### config.mk
export PLATFORM = sky130hd
export DESIGN_NAME = dbp_core
export DESIGN_NICKNAME = d
export VERILOG_FILES = /design/src/rtl/dbp_pkg.sv /design/src/rtl/dbp_fetch.sv /design/src/rtl/dbp_regfile.sv /design/src/rtl/dbp_exec.sv /design/src/rtl/dbp_core.sv
export SDC_FILE = /design/constraint.sdc
export NUM_CORES = 1
export LEC_CHECK = 0
export BUFFER_PORTS_ARGS = -buffer_cell sky130_fd_sc_hd__buf_4
export CAP_MARGIN = 20
export CORE_ASPECT_RATIO = 1.5
export CORE_MARGIN = 1.5
export CORE_UTILIZATION = 40
export CTS_BUF_LIST = sky130_fd_sc_hd__clkbuf_8
export DETAILED_ROUTE_END_ITERATION = 12
export GPL_TIMING_DRIVEN = 1
export PLACE_DENSITY = 0.64
export SETUP_SLACK_MARGIN = 0.02
export SLEW_MARGIN = 20
export SYNTH_ARGS = -nofsm -noshare
export SYNTH_HDL_FRONTEND = slang
export SYNTH_HIERARCHICAL = 1
export SYNTH_SLANG_ARGS = --single-unit
### constraint.sdc
create_clock -name clk -period 5.8 [get_ports clk]
set_input_delay 0 -clock clk [delete_from_list [all_inputs] [get_ports clk]]
set_output_delay 0 -clock clk [all_outputs]
set_load 0.02 [all_outputs]
### src/rtl/dbp_pkg.sv
// Shared types for the delayed-branch pipeline.
// Assumes fixed 32-bit words with fields at fixed positions (see decode).
package dbp_pkg;
    localparam int ILEN = 32;
    localparam int NREG = 8;
    localparam int RIDX = $clog2(NREG);
    localparam int IMMW = 19;

    typedef enum logic [1:0] {CL_ALU = 2'b00, CL_LOAD = 2'b01, CL_STORE = 2'b10, CL_BRANCH = 2'b11} iclass_e;
    typedef enum logic [1:0] {OP_ADD = 2'b00, OP_SUB = 2'b01, OP_AND = 2'b10, OP_XOR = 2'b11} aluop_e;
    typedef enum logic [1:0] {BR_ALWAYS = 2'b00, BR_ZERO = 2'b01, BR_NONZERO = 2'b10, BR_NEVER = 2'b11} brcond_e;

    typedef struct packed {
        iclass_e         cls;
        logic [RIDX-1:0] dst;
        logic [RIDX-1:0] src_a;
        logic [RIDX-1:0] src_b;
        aluop_e          op;
        brcond_e         cond;
        logic [IMMW-1:0] imm;
    } dec_t;

    // Split a word into its fields; every class uses the same positions.
    function automatic dec_t decode(input logic [ILEN-1:0] w);
        dec_t d;
        d.cls   = iclass_e'(w[31:30]);
        d.dst   = w[29:27];
        d.cond  = brcond_e'(w[29:28]);
        d.src_a = w[26:24];
        d.src_b = w[23:21];
        d.op    = aluop_e'(w[20:19]);
        d.imm   = w[18:0];
        return d;
    endfunction
endpackage

### src/rtl/dbp_fetch.sv
// Program counter for the fetch stage.
// Assumes hold and redirect come from the execute stage in the same cycle;
// hold wins over redirect, so a stalled branch cannot move the PC.
module dbp_fetch #(
    parameter int AW = 16
) (
    input  logic          clk,
    input  logic          rst_n,
    input  logic          hold,
    input  logic          redirect,
    input  logic [AW-1:0] target,
    output logic [AW-1:0] pc
);
    // Choose the next fetch address: hold, branch target, or next word.
    always_ff @(posedge clk) begin
        if (!rst_n)        pc <= '0;
        else if (hold)     pc <= pc;
        else if (redirect) pc <= target;
        else               pc <= pc + AW'(1);
    end


    seq_fetch_chk: assert property (@(posedge clk) disable iff (!rst_n)
        (!hold && !redirect) |=> (pc == $past(pc) + AW'(1)));

    branch_target_chk: assert property (@(posedge clk) disable iff (!rst_n)
        (redirect && !hold) |=> (pc == $past(target)));
endmodule

### src/rtl/dbp_regfile.sv
// Architectural register file: two combinational reads and two writes.
// The execute-stage write takes priority over the memory-stage write,
// because it belongs to the younger instruction. Register 0 is constant zero.
module dbp_regfile
    import dbp_pkg::*;
#(
    parameter int DW = 32
) (
    input  logic            clk,
    input  logic            rst_n,
    input  logic [RIDX-1:0] ra_a,
    input  logic [RIDX-1:0] ra_b,
    output logic [DW-1:0]   rd_a,
    output logic [DW-1:0]   rd_b,
    input  logic            we_ex,
    input  logic [RIDX-1:0] wa_ex,
    input  logic [DW-1:0]   wd_ex,
    input  logic            we_mem,
    input  logic [RIDX-1:0] wa_mem,
    input  logic [DW-1:0]   wd_mem
);
    logic [DW-1:0] regs [NREG];

    for (genvar g = 0; g < NREG; g++) begin : g_reg
        logic [DW-1:0] q;
        if (g == 0) begin : g_zero
            assign q = '0;
        end else begin : g_live
            // Update one register, execute-stage write first.
            always_ff @(posedge clk) begin
                if (!rst_n)                                 q <= '0;
                else if (we_ex  && wa_ex  == RIDX'(g))      q <= wd_ex;
                else if (we_mem && wa_mem == RIDX'(g))      q <= wd_mem;
            end
        end
        assign regs[g] = q;
    end

    assign rd_a = regs[ra_a];
    assign rd_b = regs[ra_b];
endmodule

### src/rtl/dbp_exec.sv
// Combinational execute stage: ALU result, load/store address and branch decision.
// Assumes operands are already read from the register file.
module dbp_exec
    import dbp_pkg::*;
#(
    parameter int AW = 16,
    parameter int DW = 32
) (
    input  aluop_e          op,
    input  brcond_e         cond,
    input  logic [IMMW-1:0] imm,
    input  logic [DW-1:0]   opa,
    input  logic [DW-1:0]   opb,
    output logic [DW-1:0]   alu_res,
    output logic [AW-1:0]   mem_addr,
    output logic            take
);
    // Register-to-register arithmetic and logic.
    always_comb begin
        unique case (op)
            OP_ADD:  alu_res = opa + opb;
            OP_SUB:  alu_res = opa - opb;
            OP_AND:  alu_res = opa & opb;
            default: alu_res = opa ^ opb;
        endcase
    end

    assign mem_addr = AW'(opa + DW'(imm));

    // Branch condition on source A.
    always_comb begin
        unique case (cond)
            BR_ALWAYS:  take = 1'b1;
            BR_ZERO:    take = (opa == '0);
            BR_NONZERO: take = (opa != '0);
            default:    take = 1'b0;
        endcase
    end
endmodule

### src/rtl/dbp_core.sv
// Delayed-branch pipeline: fetch, execute, and a memory stage used only by
// loads and stores. The word fetched during a branch always executes.
// Assumes both memories return data in the cycle the address is shown.
// The only hazard logic is a one-cycle interlock on a load result.
module dbp_core
    import dbp_pkg::*;
#(
    parameter int AW = 16,
    parameter int DW = 32
) (
    input  logic            clk,
    input  logic            rst_n,
    output logic [AW-1:0]   imem_addr,
    input  logic [ILEN-1:0] imem_rdata,
    output logic [AW-1:0]   dmem_addr,
    output logic            dmem_re,
    input  logic [DW-1:0]   dmem_rdata,
    output logic            dmem_we,
    output logic [DW-1:0]   dmem_wdata
);
    logic [AW-1:0]   pc;
    logic [ILEN-1:0] ex_ir;
    dec_t            ex_d;
    logic [DW-1:0]   opa, opb, alu_res;
    logic [AW-1:0]   ea;
    logic            take, uses_b, stall, redirect;
    logic            mem_ld, mem_st;
    logic [RIDX-1:0] mem_rd;
    logic [AW-1:0]   mem_ea;
    logic [DW-1:0]   mem_wd;

    assign ex_d   = decode(ex_ir);
    assign uses_b = (ex_d.cls == CL_ALU) || (ex_d.cls == CL_STORE);

    // Interlock: the executing word needs a load result not yet written.
    assign stall = mem_ld && (mem_rd != '0) &&
                   ((mem_rd == ex_d.src_a) || (uses_b && (mem_rd == ex_d.src_b)));
    assign redirect = (ex_d.cls == CL_BRANCH) && take && !stall;

    dbp_fetch #(.AW(AW)) i_fetch (
        .clk(clk), .rst_n(rst_n), .hold(stall), .redirect(redirect),
        .target(AW'(ex_d.imm)), .pc(pc)
    );

    dbp_regfile #(.DW(DW)) i_rf (
        .clk(clk), .rst_n(rst_n),
        .ra_a(ex_d.src_a), .ra_b(ex_d.src_b), .rd_a(opa), .rd_b(opb),
        .we_ex(!stall && ex_d.cls == CL_ALU), .wa_ex(ex_d.dst), .wd_ex(alu_res),
        .we_mem(mem_ld), .wa_mem(mem_rd), .wd_mem(dmem_rdata)
    );

    dbp_exec #(.AW(AW), .DW(DW)) i_exec (
        .op(ex_d.op), .cond(ex_d.cond), .imm(ex_d.imm), .opa(opa), .opb(opb),
        .alu_res(alu_res), .mem_addr(ea), .take(take)
    );

    // Fetch-to-execute register; keeps its word during a stall.
    always_ff @(posedge clk) begin
        if (!rst_n)      ex_ir <= '0;
        else if (!stall) ex_ir <= imem_rdata;
    end

    // Execute-to-memory register; a stall inserts a bubble.
    always_ff @(posedge clk) begin
        if (!rst_n) begin
            mem_ld <= 1'b0;
            mem_st <= 1'b0;
            mem_rd <= '0;
            mem_ea <= '0;
            mem_wd <= '0;
        end else begin
            mem_ld <= !stall && (ex_d.cls == CL_LOAD);
            mem_st <= !stall && (ex_d.cls == CL_STORE);
            mem_rd <= ex_d.dst;
            mem_ea <= ea;
            mem_wd <= opb;
        end
    end

    assign imem_addr  = pc;
    assign dmem_addr  = mem_ea;
    assign dmem_re    = mem_ld;
    assign dmem_we    = mem_st;
    assign dmem_wdata = mem_wd;


    stall_once_chk: assert property (@(posedge clk) disable iff (!rst_n)
        stall |=> !stall);

    stall_hold_chk: assert property (@(posedge clk) disable iff (!rst_n)
        stall |=> (imem_addr == $past(imem_addr)));

    one_access_chk: assert property (@(posedge clk) disable iff (!rst_n)
        $onehot0({dmem_we, dmem_re}));

    store_phase_chk: assert property (@(posedge clk) disable iff (!rst_n)
        (!stall && ex_d.cls == CL_STORE) |=> (dmem_we && !dmem_re));
endmodule

## Word level (Yosys, flattened, before mapping)

Index checks and enable logic that the tools add are counted.
Widths: inputs -> output; s select.

| storage, ports and cells | value |
|---|---|
| bits in registers | 325 |
| output and inout bits | 66 |

| cells by class | value |
|---|---|
| $add $sub $neg | 4 |
| order comparisons | 2 |
| equal/unequal tests | 23 |
| muxes and demuxes | 23 |
| bitwise gates (word level) | 4 |
| reduce and logical (&&, ||, !) cells | 38 |

Operators with widths:

| operator | count |
|---|---|
| $mux 32 | 18 |
| $bmux 32 s3 | 2 |
| $pmux 32 s3 | 1 |
| $add 32x32->32 | 1 |
| $and 32x32->32 | 1 |
| $logic_not 32->1 | 1 |
| $reduce_bool 32->1 | 1 |
| $sub 32x32->32 | 1 |
| $xor 32x32->32 | 1 |
| $eq 3x3->1 const B | 8 |
| $logic_and 1x1->1 | 22 |
| $add 16x1->16 const B | 1 |
| $add 16x16->16 | 1 |
| $mux 16 | 1 |
| $reduce_bool 2->1 | 7 |
| $eq 3x2->1 const B | 4 |
| $eq 2x2->1 const B | 4 |
| $ge 4x4->1 const B | 2 |
| $not 3->4 | 2 |
| $eq 2x1->1 const B | 3 |
| $eq 3x1->1 const B | 2 |
| $eq 3x3->1 | 2 |
| $logic_not 2->1 | 3 |
| $pmux 1 s3 | 1 |
| other kinds (3) | 4 |

## Logic depth before layout (Yosys ltp)

| depth | value |
|---|---|
| depth after elaboration | 9 |
| mapped depth | 26 |

## Hierarchy

The synthesis kept the hierarchy.

By module, submodules not included:

| module | instances | cells each | area an instance (sq um) | sequential area each (sq um) |
|---|---|---|---|---|
| dbp_regfile | 1 | 1641 | 13419.1 | 4484.3 |
| dbp_exec | 1 | 572 | 4220.3 | 0.0 |
| dbp_core | 1 | 263 | 2788.9 | 1701.6 |
| dbp_fetch | 1 | 133 | 1017.2 | 320.3 |

## Worst setup path after synthesis

No wires, ideal clock.

| timing path | value |
|---|---|
| kind | register to register |
| start | register ex_ir[23] |
| end | register i_rf.g_reg[1].q[24] |
| arrival | 5036 ps |
| required time | 5726 ps |
| slack | 690 ps |
| stages on the path, launching flop included | 21 |
| path buffers | 2 |
| period minus slack after synthesis | 5110 ps |
| cells stage by stage | dfxtp_1 -> buf_6 -> buf_6 -> mux2_4 -> a221oi_1 -> a21oi_1 -> nor4_2 -> nand2b_1 -> nor4_2 -> a21oi_1 -> xnor2_1 -> ha_1 -> and3_1 -> a311o_1 -> a31oi_4 -> o21ai_2 -> and4_1 -> or4_1 -> o311ai_0 -> o21ai_0 -> a31oi_1 |

RTL lines:

| item | line | RTL |
|---|---|---|
| start, declared | dbp_core.sv:22 | `logic [ILEN-1:0] ex_ir;` |
| start signal, assigned | dbp_core.sv:60 | `else if (!stall) ex_ir <= imem_rdata;` |
| $not 3->4 (implied by the code) (*) | dbp_regfile.sv:40 | `assign rd_b = regs[ra_b];` |
| $bmux 32 s3 (*) | dbp_regfile.sv:40 |  |
| $mux 32 (implied by the code) (*) (2 in series) | dbp_regfile.sv:40 |  |
| net opb[4] | dbp_core.sv:24 | `logic [DW-1:0] opa, opb, alu_res;` |
| $sub 32x32->32 / $add 32x32->32 (equally long branches) | dbp_exec.sv:22, dbp_exec.sv:21 |  |
| $pmux 32 s3 (*) | dbp_exec.sv:20 | `unique case (op)` |
| net alu_res[24] | dbp_core.sv:24 |  |
| $mux 32 (*) | dbp_regfile.sv:32 | `else if (we_ex && wa_ex == RIDX'(g)) q <= wd_ex;` |
| end signal, assigned | dbp_regfile.sv:32 |  |
| end signal, assigned | dbp_regfile.sv:33 | `else if (we_mem && wa_mem == RIDX'(g)) q <= wd_mem;` |
| end, declared | dbp_regfile.sv:25 | `logic [DW-1:0] q;` |

The timed path passes the listed nets; every way through them passes the cells marked *. The select of a mux whose other input is x is not followed.
A chain may end at the register's enable or synchronous reset.

## Final worst setup path

| timing path | value |
|---|---|
| start | register ex_ir[21] |
| end | register i_rf.g_reg[3].q[28] |

RTL lines:

| item | line |
|---|---|
| $not 3->4 (implied by the code) (*) | dbp_regfile.sv:40 |
| $bmux 32 s3 (*) | dbp_regfile.sv:40 |
| $mux 32 (implied by the code) (*) (2 in series) | dbp_regfile.sv:40 |
| net opb[2] | dbp_core.sv:24 |
| $sub 32x32->32 / $add 32x32->32 (equally long branches) | dbp_exec.sv:22, dbp_exec.sv:21 |
| $pmux 32 s3 (*) | dbp_exec.sv:20 |
| net alu_res[28] | dbp_core.sv:24 |
| $mux 32 (*) | dbp_regfile.sv:32 |
| end signal, assigned | dbp_regfile.sv:32 |
| end signal, assigned | dbp_regfile.sv:33 |
| end, declared | dbp_regfile.sv:25 |

Marks and branches as above.

==> metrics list <==
* Reported max-cap violation count: 0
* Reg-to-reg setup timing slack: 0.26 ns
- Largest net degree at the start of global routing: 171
- Buffers & Inverters on Critical Path: 4
- Total number of cells along the worst setup path: 24
- Measured along the y axis, the die boundary spans 286 um.
- In this run the worst path has a maximum fanout of 14.
- The number of global-route vias before repair came to 21,000.
- Post-synth design cell area: 21,300 sq um
- The number of hold violations in the final report was 0.
- Violation count after the first detailed-routing iteration: 2,082
- Ys Warns: 6
- P per Cell Area: about 250 nW/um^2
- Synthesis handed over a netlist of roughly 2,600 instances.
* Net total in the final layout: around 2,900
- For this block, the via count after detailed routing is 21,500.
- Width of the die: ~190 um
* Startpoint Class: register
- Post-synthesis to final-layout area growth: 16.0%
- By startpoint and endpoint, the worst setup path is classified as reg -> reg.
- The post-route netlist has 17.0% of its cells at a drive strength greater than 1.
- First-pass GRT wire length: 121,000 um
- Counting every net in the synthesized netlist gives 2,745.
- Summing all flip-flop and latch instances after layout gives 6470 sq um.
- The most critical setup path has its endpoint at i_rf/g_reg[3].q[28].
* Filler Cells Inserted: 5,091
* H-tree depth: 2
* Critical Path AT: between 5 and 6 ns
- The total area inside the core boundary comes to 52,700 sq um.
- Among all stages on the critical path, the largest delay is contributed by dfxtp_4.
- Final critical-path share of the clock period: ~96%
* Worst-path clk slew: 0.07 ns
- Reg-to-reg startpoint: ex_ir[21]
- Hold Path Class: in -> reg
- Post-detail-place hpwl: 50,700 um
- Row generation in the floorplan step produced 103 rows.
- In this run the tightest slew margin relative to its limit is 34.2%.
- For the final routed database, the setup TNS stands at 0 ns.
- Setup repair after global routing missed its margin: true
- The number of max-slew violations in the final report is 0.
- Pwr Total: ~6.2 mW
- Element type at the critical path end: register
- The multi-input combinational cells in the finished layout cover a total of 13,400 sq um.
- CTS sink count: 322
- Clock latency on the worst-skew pair, taken at its later pin, is about 0.64 ns.
* DIE AREA: 54,800 sq um
- Port-buffer cells: about 130
- STA puts the critical path data required time at 6.23 ns.
* Wire length per cell: 23.0 um
* Final Critical Period: 5.54 ns
* Root Buffer: clkbuf_8
- In this run the static leakage power is roughly 9.5 nW.
- Via density: 6.19
* Peak Freq: 0.180 GHz
- Antenna Nets Post-Route: 0
* Inserted Clock Buffers: 53
- Pin placement for this block handled 132 I/O pins.
- The run finished with clean final reports.
* Detailed-route wire length: 79,600 um
- IR analysis of the VDD net gives a maximum drop of about 150 uV.
- In the routed design, unresolved DRC markers number 0.
- Worst path top cell family by delay: simple AND/OR/NAND/NOR gates
* Weighted congestion at the end of routability-driven global placement: ~0.94
* CP Launch Point: ex_ir[21]
* Delay of the slowest cell on the worst path: 0.51 ns
- Clock tree from TritonCTS: yes
- The average instance in the mapped netlist occupies 8.21 sq um.
- The longest clock path from root to sink contains 3 buffers.
- Final Skew: 0.0524 ns
* Number of cells on the worst reg-to-reg path: 24
- After global routing the overflow that remains totals 0.
* Detailed-router iteration count before antenna repair: 7
* Endpoint of the worst-slack reg-to-reg timing path: i_rf/g_reg[3].q[28]
- Antenna violations before repair: 1
- Setup violations remaining at the end of the flow were counted as 0.
- For this configuration, the core starts out at a cell density of 40.5%.
- Across every metal layer, demand over resource in global routing totals ~28%.
* Least-Margin Pin Slew: between 0.9 and 1 ns
- Cell-by-cell trace of the critical path: buf_4 > mux4_2 > inv_1 > a21oi_1 > nor4_4 > nand2b_1 > nor2_1 > buf_4 > and3_2 > and2_1 > buf_4 > a21oi_1 > xnor2_1 > ha_1 > and2_1 > a221o_1 > a21oi_1 > o31ai_1 > a21o_1 > a31oi_1 > nand3b_1 > nand3_1 > o21ai_0 > a31oi_1
layer usage:
| metal | GRT usage (%) | routed length, um |
|---|---|---|
| met1 | 33.2 | 30100 |
| met2 | 48.6 | 38500 |
| met3 | 4.38 | 6170 |
| met4 | 17.5 | 4900 |
| met5 | 0 | 0 |
metrics by stage:
step	setup WS [ns]	hold WS [ns]	instance area, sq um	utilization (%)	instances
2_1_floorplan	0.690	0.142	21300	-	2597
3_3_place_gp	-0.0285	0.259	22800	43.3	3298
3_5_place_dp	-0.0573	0.267	22800	43.3	3298
4_1_cts	0.0641	0.141	24600	46.7	3454
5_1_grt	-0.0101	0.195	24800	47.0	3465
6_report	0.257	0.177	24800	47.0	3466
worst min-delay path by stage:
stage                         startpoint        end  slack (ns)  cells past startpoint
after floorplan           imem_rdata[19]  ex_ir[19]        0.14                      2
after global placement     imem_rdata[0]   ex_ir[0]        0.26                      3
after detailed placement  imem_rdata[31]  ex_ir[31]        0.27                      3
after CTS                          rst_n  ex_ir[25]        0.14                      3
after global routing      imem_rdata[10]  ex_ir[10]        0.19                      4
final                              rst_n   ex_ir[9]        0.18                      3
area by class of cell:
type / instances / area share (%)
antenna: 2 / 0.0202
clock buffer: 63 / 3.50
clock inverter: 32 / 1.23
inverter: 93 / 1.41
multi-input combinational: 1963 / 53.9
sequential: 322 / 26.1
tap: 682 / 3.45
timing repair buffer: 309 / 10.3
layout by cell type, fill, tap and decap left out, drive strengths merged, types with 10 or more instances in the layout:
| master | count |
|---|---|
| nor2 | 58 |
| nor4 | 19 |
| a21oi | 128 |
| nand2 | 548 |
| a31oi | 232 |
| a221oi | 65 |
| nand3 | 22 |
| buf | 247 |
| a21o | 12 |
| ha | 80 |
| o21ai | 265 |
| mux4 | 64 |
| clkbuf | 64 |
| and2 | 55 |
| nor2b | 10 |
| and3 | 12 |
| inv | 109 |
| nand4 | 12 |
| dlygate4sd3 | 61 |
| mux2i | 55 |
| mux2 | 68 |
| xor2 | 31 |
| nor3 | 27 |
| o31ai | 12 |
| xnor2 | 33 |
| dfxtp | 322 |
| nand2b | 12 |
report_power, final:
group          internal (mW)  switching [mW]  leakage, nW
logic                  0.632           0.930         6.23
registers               2.31          0.0973         2.63
clock network           1.26            1.02        0.658
flip-flops by register name, summed over array words and instances, names as in the netlist:
register    count
i_rf/g.q      224
mem_rd          3
dmem_we         1
ex_ir          29
i_fetch/pc     16
dmem_re         1
dmem_addr      16
dmem_wdata     32
worst reg2reg max path, delay by kind of cell (launching register included):
kind                       cells  cell delay (ns)
buffers and inverters          4             0.51
xor gates and xnor gates       1             0.15
DFF                            1             0.51
adders and majority gates      1             0.37
and+or+nand+nor                8             1.75
AOI/OAI and AO/OA              9             1.56
muxes                          1             0.48
what timing repair did:
action	in CTS	in global routing
gates resized for setup	2	11
endpoints found under the hold margin	253	0
buffers inserted	0	10
endpoints found under the setup margin	19	80
hold buffers	61	0
Power figures use the tool's default switching activity.
